**src/rtl/fu_pkg.sv**
```systemverilog
package fu_pkg;

    localparam int DATA_W = 16;
    localparam int CODE_W = 6;

    typedef enum logic [CODE_W-1:0] {
        OP_ADD   = 6'h10,
        OP_SUB   = 6'h11,
        OP_INC   = 6'h12,
        OP_DEC   = 6'h13,
        OP_NOT   = 6'h14,
        OP_AND   = 6'h15,
        OP_OR    = 6'h16,
        OP_XOR   = 6'h17,
        OP_SHL1  = 6'h18,
        OP_SHR1  = 6'h19,
        OP_ASR1  = 6'h1A,
        OP_SHRV  = 6'h1B,
        OP_SHLV  = 6'h1C,
        OP_MSTEP = 6'h1D,
        OP_DSTEP = 6'h1E,
        OP_ONES  = 6'h20,
        OP_ZERO  = 6'h21,
        OP_EQZ   = 6'h22,
        OP_NEG   = 6'h23,
        OP_UGT   = 6'h24,
        OP_ULT   = 6'h25,
        OP_EQ    = 6'h26,
        OP_UGE   = 6'h27,
        OP_ULE   = 6'h28,
        OP_NE    = 6'h29,
        OP_SGT   = 6'h2A,
        OP_SLT   = 6'h2B,
        OP_SGE   = 6'h2C,
        OP_SLE   = 6'h2D
    } fcode_e;

    typedef enum logic [1:0] {
        CLS_NONE = 2'd0,
        CLS_ALU  = 2'd1,
        CLS_STEP = 2'd2,
        CLS_FLAG = 2'd3
    } fclass_e;

    function automatic fclass_e op_class(input logic [CODE_W-1:0] code);
        if (code >= 6'h10 && code <= 6'h1C)      return CLS_ALU;
        else if (code == 6'h1D || code == 6'h1E) return CLS_STEP;
        else if (code >= 6'h20 && code <= 6'h2D) return CLS_FLAG;
        else                                     return CLS_NONE;
    endfunction

    function automatic logic op_pops(input logic [CODE_W-1:0] code);
        case (code)
            OP_ADD, OP_SUB, OP_AND, OP_OR, OP_XOR, OP_SHRV, OP_SHLV: return 1'b1;
            default: return (code >= 6'h24 && code <= 6'h2D);
        endcase
    endfunction

endpackage

```
**src/rtl/fu_alu.sv**
```systemverilog
module fu_alu #(
    parameter int W = fu_pkg::DATA_W
) (
    input  logic [W-1:0]              a_i,
    input  logic [W-1:0]              b_i,
    input  logic [fu_pkg::CODE_W-1:0] code_i,
    output logic [W-1:0]              y_o
);
    import fu_pkg::*;

    localparam logic [W-1:0] ONE = W'(1);

    logic [W-1:0] shr_v;
    logic [W-1:0] shl_v;

    // Variable shifts: amounts of W or more drain every bit out.
    assign shr_v = b_i >> a_i;
    assign shl_v = b_i << a_i;

    always_comb begin
        case (fcode_e'(code_i))
            OP_ADD:  y_o = b_i + a_i;
            OP_SUB:  y_o = b_i - a_i;
            OP_INC:  y_o = a_i + ONE;
            OP_DEC:  y_o = a_i - ONE;
            OP_NOT:  y_o = ~a_i;
            OP_AND:  y_o = b_i & a_i;
            OP_OR:   y_o = b_i | a_i;
            OP_XOR:  y_o = b_i ^ a_i;
            OP_SHL1: y_o = {a_i[W-2:0], 1'b0};
            OP_SHR1: y_o = {1'b0, a_i[W-1:1]};
            OP_ASR1: y_o = {a_i[W-1], a_i[W-1:1]};
            OP_SHRV: y_o = shr_v;
            OP_SHLV: y_o = shl_v;
            default: y_o = a_i;
        endcase
    end

endmodule

```
**src/rtl/fu_step.sv**
```systemverilog
module fu_step #(
    parameter int W = fu_pkg::DATA_W
) (
    input  logic [W-1:0] a_i,
    input  logic [W-1:0] b_i,
    input  logic [W-1:0] c_i,
    input  logic         div_i,
    output logic [W-1:0] y_o,
    output logic [W-1:0] y2_o
);
    localparam int XW = W + 1;

    logic [XW-1:0] mul_sum;
    logic [XW-1:0] div_cat;
    logic [XW-1:0] div_sub;
    logic          div_fit;

    // Multiply step: conditional add, then shift the pair right by one.
    assign mul_sum = {1'b0, a_i} + (b_i[0] ? {1'b0, c_i} : '0);

    // Divide step: shift the pair left by one, then conditional subtract.
    assign div_cat = {a_i, b_i[W-1]};
    assign div_fit = (div_cat >= {1'b0, c_i});
    assign div_sub = div_cat - {1'b0, c_i};

    always_comb begin
        if (div_i) begin
            y_o  = div_fit ? div_sub[W-1:0] : div_cat[W-1:0];
            y2_o = {b_i[W-2:0], div_fit};
        end else begin
            y_o  = mul_sum[XW-1:1];
            y2_o = {mul_sum[0], b_i[W-1:1]};
        end
    end

endmodule

```
**src/rtl/fu_cmp.sv**
```systemverilog
module fu_cmp #(
    parameter int W = fu_pkg::DATA_W
) (
    input  logic [W-1:0]              a_i,
    input  logic [W-1:0]              b_i,
    input  logic [fu_pkg::CODE_W-1:0] code_i,
    output logic [W-1:0]              flag_o
);
    import fu_pkg::*;

    logic u_gt, u_lt, eq, s_gt, s_lt, cond;

    assign eq   = (b_i == a_i);
    assign u_gt = (b_i > a_i);
    assign u_lt = (b_i < a_i);
    assign s_gt = ($signed(b_i) > $signed(a_i));
    assign s_lt = ($signed(b_i) < $signed(a_i));

    always_comb begin
        case (fcode_e'(code_i))
            OP_ONES: cond = 1'b1;
            OP_ZERO: cond = 1'b0;
            OP_EQZ:  cond = (a_i == '0);
            OP_NEG:  cond = a_i[W-1];
            OP_UGT:  cond = u_gt;
            OP_ULT:  cond = u_lt;
            OP_EQ:   cond = eq;
            OP_UGE:  cond = !u_lt;
            OP_ULE:  cond = !u_gt;
            OP_NE:   cond = !eq;
            OP_SGT:  cond = s_gt;
            OP_SLT:  cond = s_lt;
            OP_SGE:  cond = !s_lt;
            OP_SLE:  cond = !s_gt;
            default: cond = 1'b0;
        endcase
    end

    assign flag_o = {W{cond}};

endmodule

```
**src/rtl/fu_core.sv**
```systemverilog
module fu_core #(
    parameter int W = fu_pkg::DATA_W
) (
    input  logic [W-1:0]              a_i,
    input  logic [W-1:0]              b_i,
    input  logic [W-1:0]              c_i,
    input  logic [fu_pkg::CODE_W-1:0] code_i,
    output logic [W-1:0]              y_o,
    output logic [W-1:0]              y2_o,
    output logic                      pop_o
);
    import fu_pkg::*;

    fclass_e      cls;
    logic [W-1:0] alu_y;
    logic [W-1:0] step_y;
    logic [W-1:0] step_y2;
    logic [W-1:0] flag_y;

    assign cls = op_class(code_i);

    fu_alu #(.W(W)) u_alu (
        .a_i(a_i), .b_i(b_i), .code_i(code_i), .y_o(alu_y)
    );

    fu_step #(.W(W)) u_step (
        .a_i(a_i), .b_i(b_i), .c_i(c_i),
        .div_i(code_i == OP_DSTEP),
        .y_o(step_y), .y2_o(step_y2)
    );

    fu_cmp #(.W(W)) u_cmp (
        .a_i(a_i), .b_i(b_i), .code_i(code_i), .flag_o(flag_y)
    );

    always_comb begin
        pop_o = op_pops(code_i);
        case (cls)
            CLS_ALU:  y_o = alu_y;
            CLS_STEP: y_o = step_y;
            CLS_FLAG: y_o = flag_y;
            default:  y_o = a_i;
        endcase
        if (pop_o)              y2_o = c_i;
        else if (cls == CLS_STEP) y2_o = step_y2;
        else                    y2_o = b_i;
    end

    always_comb begin
        if (code_i == OP_ADD)
            p_add_inverse_r1: assert (y_o - a_i == b_i) else $error("add inverse");
        if (code_i == OP_SUB)
            p_sub_inverse_r1: assert (y_o + a_i == b_i) else $error("sub inverse");
        if (code_i == OP_SHL1)
            p_shl_lsb_r4: assert (y_o[0] == 1'b0 && (y_o >> 1) == {1'b0, a_i[W-2:0]})
                else $error("shl1");
        if (code_i == OP_MSTEP && !b_i[0])
            p_mstep_skip_r6: assert (y_o == (a_i >> 1)) else $error("mstep no add");
        if (code_i == OP_DSTEP)
            p_dstep_shift_r7: assert (y2_o[W-1:1] == b_i[W-2:0]) else $error("dstep shift");
        if (code_i >= 6'h24 && code_i <= 6'h29)
            p_uflag_full_r9: assert ($countones(y_o) == 0 || $countones(y_o) == W)
                else $error("flag width");
        if (code_i >= 6'h2A && code_i <= 6'h2D)
            p_sflag_full_r10: assert (y_o == '0 || y_o == '1) else $error("sflag width");
        if (pop_o)
            p_pop_known_r11: assert (cls == CLS_ALU || cls == CLS_FLAG) else $error("pop class");
        if (cls == CLS_NONE)
            p_unknown_pass_r12: assert (y_o == a_i && y2_o == b_i && !pop_o)
                else $error("pass-through");
    end

endmodule

```
**config.mk**
```make
export PLATFORM = sky130hd
export DESIGN_NAME = fu_core
export DESIGN_NICKNAME = d
export VERILOG_FILES = /design/src/rtl/fu_pkg.sv /design/src/rtl/fu_alu.sv /design/src/rtl/fu_step.sv /design/src/rtl/fu_cmp.sv /design/src/rtl/fu_core.sv
export SDC_FILE = /design/constraint.sdc
export NUM_CORES = 1
export LEC_CHECK = 0
export CAP_MARGIN = 25
export CORE_MARGIN = 10
export CORE_UTILIZATION = 40
export DETAILED_ROUTE_END_ITERATION = 7
export GPL_ROUTABILITY_DRIVEN = 1
export PLACE_DENSITY_LB_ADDON = 0.15
export SYNTH_ARGS = -nofsm -noshare
export SYNTH_HDL_FRONTEND = slang
export SYNTH_SLANG_ARGS = --single-unit
```
**constraint.sdc**
```tcl
create_clock -name vclk -period 23.2
set_clock_uncertainty 0.05 [all_clocks]
set_input_delay 6.96 -clock vclk [all_inputs]
set_output_delay 6.96 -clock vclk [all_outputs]
set_load 0.01 [all_outputs]
```
==> flow_summary_export.csv <==
group,metric,value,unit
routing,num_vias,9292,
power,ir_worst_vdd,11.6,uV
timing,slew_headroom,41.5,%
power,power_density,24.6,nW/um^2
timing,hold_viol,0,
clocking,ctsResizeCount,0,
power,netSwitchingFraction,58.7,%
power,power_frac_comb,100.0,%
yosys,avgSynthCellArea,6.53,um^2
layout,finalInstanceArea,8600,um^2
routing,routedWlPerCell,24.3,um
worst_setup_path,path_cells,"clkdlybuf4s50_1 -> nand2b_1 -> nor3_1 -> buf_4 -> nand2_1 -> nor2_1 -> a21oi_1 -> ha_1 -> o21ai_0 -> a21oi_1 -> o21ai_1 -> a21oi_1 -> o41ai_1 -> nor3_1 -> a311o_1 -> a221oi_1 -> nand3_1 -> clkdlybuf4s50_1",
yosys,syn_inst,1140,
yosys,ys_seq_area_share,0,%
power,intPower,87.2,uW
worst_setup_path,crit_slowest_cell,"nor2_1",
layout,drive_above_1_share,5.81,%
layout,n_sequential_cell,0,
worst_setup_path,worstPathMaxFanout,17,
yosys,yosysWarnings,0,
power,leakagePower,3.48,nW
global_routing,grt_pass1_vias,8852,
timing,hold_ws,14.94,ns
layout,num_antenna_cells,0,
routing,postRouteWirelength,34300,um
placed_design,hpwl,26000,um
clocking,cts_setup_buffers,0,
timing,max_freq,0.0510,GHz
layout,final_cell_mix,"nor2_1, nand2_1, a21oi_1",
clocking,postCtsHoldBufs,0,
layout,nFillCells,1932,
worst_setup_path,slowest_delay,0.81,ns
timing,setup_slack,3.58,ns
timing,finalSetupViolCount,0,
global_routing,antenna_found_initial,0,
layout,layout.area.seq,0,um^2
hold_path,holdPathEnd,"y2_o[8]",
timing,setup_tns,0,ns
worst_setup_path,cp-start-kind,"input port",
yosys,synth_nets,1295,
global_routing,overflow,0,
layout,clkbuf_count,0,
timing,worst-slew-pin-transition,0.874,ns
timing,grt_setup_unrepaired,"no",
worst_setup_path,arrival,12.61,ns
flow_run,drv_cap,0,
power,pwr-share-seq,0,%
routing,ant_nets,0,
routing,drc,0,
global_routing,grt_max_degree,72,
layout,final_cells,1416,
die,die_w,156,um
global_routing,track_usage,26.7,%
placed_design,numPortBuffers,87,
hold_path,hp-start,"c_i[8]",
layout,nNetsFinal,1344,
timing,slew_violations,0,
worst_setup_path,crit_top_cell,"a21oi_1",
routing,vias_per_cell,6.56,
run_status,status,"finished clean",
yosys,synthesis.area,7450,um^2
die,rows,49,
routing,firstDrtPassIters,5,
placed_design,dp.cells,1415,
yosys,ys_types,78,
hold_path,whs_path_depth,4,
worst_setup_path,cpLargestDelayFamily,"compound AO/OA/AOI/OAI gates",
placed_design,place_congestion,0.995,
timing,fin_crit_sh,84.5,%
routing,drt_iter0_markers,1006,
die,dieArea,24500,um^2
worst_setup_path,required,16.19,ns
layout,postLayoutCoreUtil,47.4,%
worst_setup_path,critPathKind,"input port to primary output",
layout,final_common_cell,"nor2_1",
timing,period_needed,19.62,ns
die,start_util,41.0,%
layout,multi_input_area,6940,um^2
placed_design,place_area,8580,um^2
power,finalPower,211,uW
hold_path,hp-class,"input port to primary output",
global_routing,grt_pass1_wl,52700,um
layout,synthToLayoutAreaGrowth,15.4,%
worst_setup_path,cp-end-kind,"primary output",
die,die_y,156,um
die,pin_count,87,
power,clockPowerShare,0,%
worst_setup_path,critPathBufInv,3,
die,core_area,18100,um^2
placed_design,pre_cts_ws,3.72,ns
power,power.switching,124,uW
worst_setup_path,critPathLaunch,"code_i[5]",
power groups by stage:
stage / Sequential [mW] / Combinational (mW) / Clock [mW]
detailed placement: 0 / 0.206 / 0
finish: 0 / 0.211 / 0
CTS: 0 / 0.207 / 0
global placement: 0 / 0.206 / 0
floorplan: 0 / 0.132 / 0
global route: 0 / 0.229 / 0
cell families (layout without fill, tap and decap cells):
logic type / Yosys count / count (layout) / share of synthesized area, %
xor gates and xnor gates: 56 / 56 / 6.59
and+or+nand+nor: 384 / 384 / 24.2
adders and majority gates: 101 / 101 / 17.4
muxes: 45 / 45 / 7.96
buffers and inverters: 138 / 185 / 7.16
AOI/OAI and AO/OA: 416 / 416 / 36.7
area by class of cell:
type,instances,share of cell area (%)
inverter,61,2.66
timing repair buffer,124,13.3
multi-input combinational,1002,80.7
tap,229,3.33
how the worst max path moves through the flow:
| stage | cells after the start | end |
|---|---|---|
| after global routing | 18 | y_o[14] |
| after floorplan | 17 | y_o[14] |
| after CTS | 18 | y_o[14] |
| after global placement | 18 | y_o[14] |
| after detailed placement | 18 | y_o[14] |
| final | 18 | y_o[14] |
Yosys cell counts, types with 14 or more instances:
library cell / number / area [um^2]
nand2_1: 111 / 417
xnor2_1: 39 / 342
nand2b_1: 20 / 125
nor3_1: 26 / 130
xor2_1: 17 / 149
o21ai_0: 96 / 480
a21oi_1: 99 / 495
ha_1: 97 / 1210
nor2_1: 117 / 439
inv_1: 57 / 214
o211ai_1: 44 / 330
clkbuf_1: 63 / 236
mux2i_1: 30 / 300
o32a_1: 14 / 140
nand3_1: 29 / 145
a211oi_1: 30 / 225
tightest hold or removal path, stage by stage:
cell,delay (ns)
clkdlybuf4s50_1,0.40
inv_1,0.09
o21ai_0,0.10
clkdlybuf4s50_1,0.49
layer usage:
metal | up-vias | part of all wire (%) | global-route usage, %
met4 | 0 | 3.7 | 9.21
li1 | 4351 | - | -
met2 | 530 | 44 | 43.0
met3 | 71 | 10 | 3.95
met1 | 4340 | 42 | 35.6
met5 | - | 0 | 0
(Power assumes the default switching activity.)
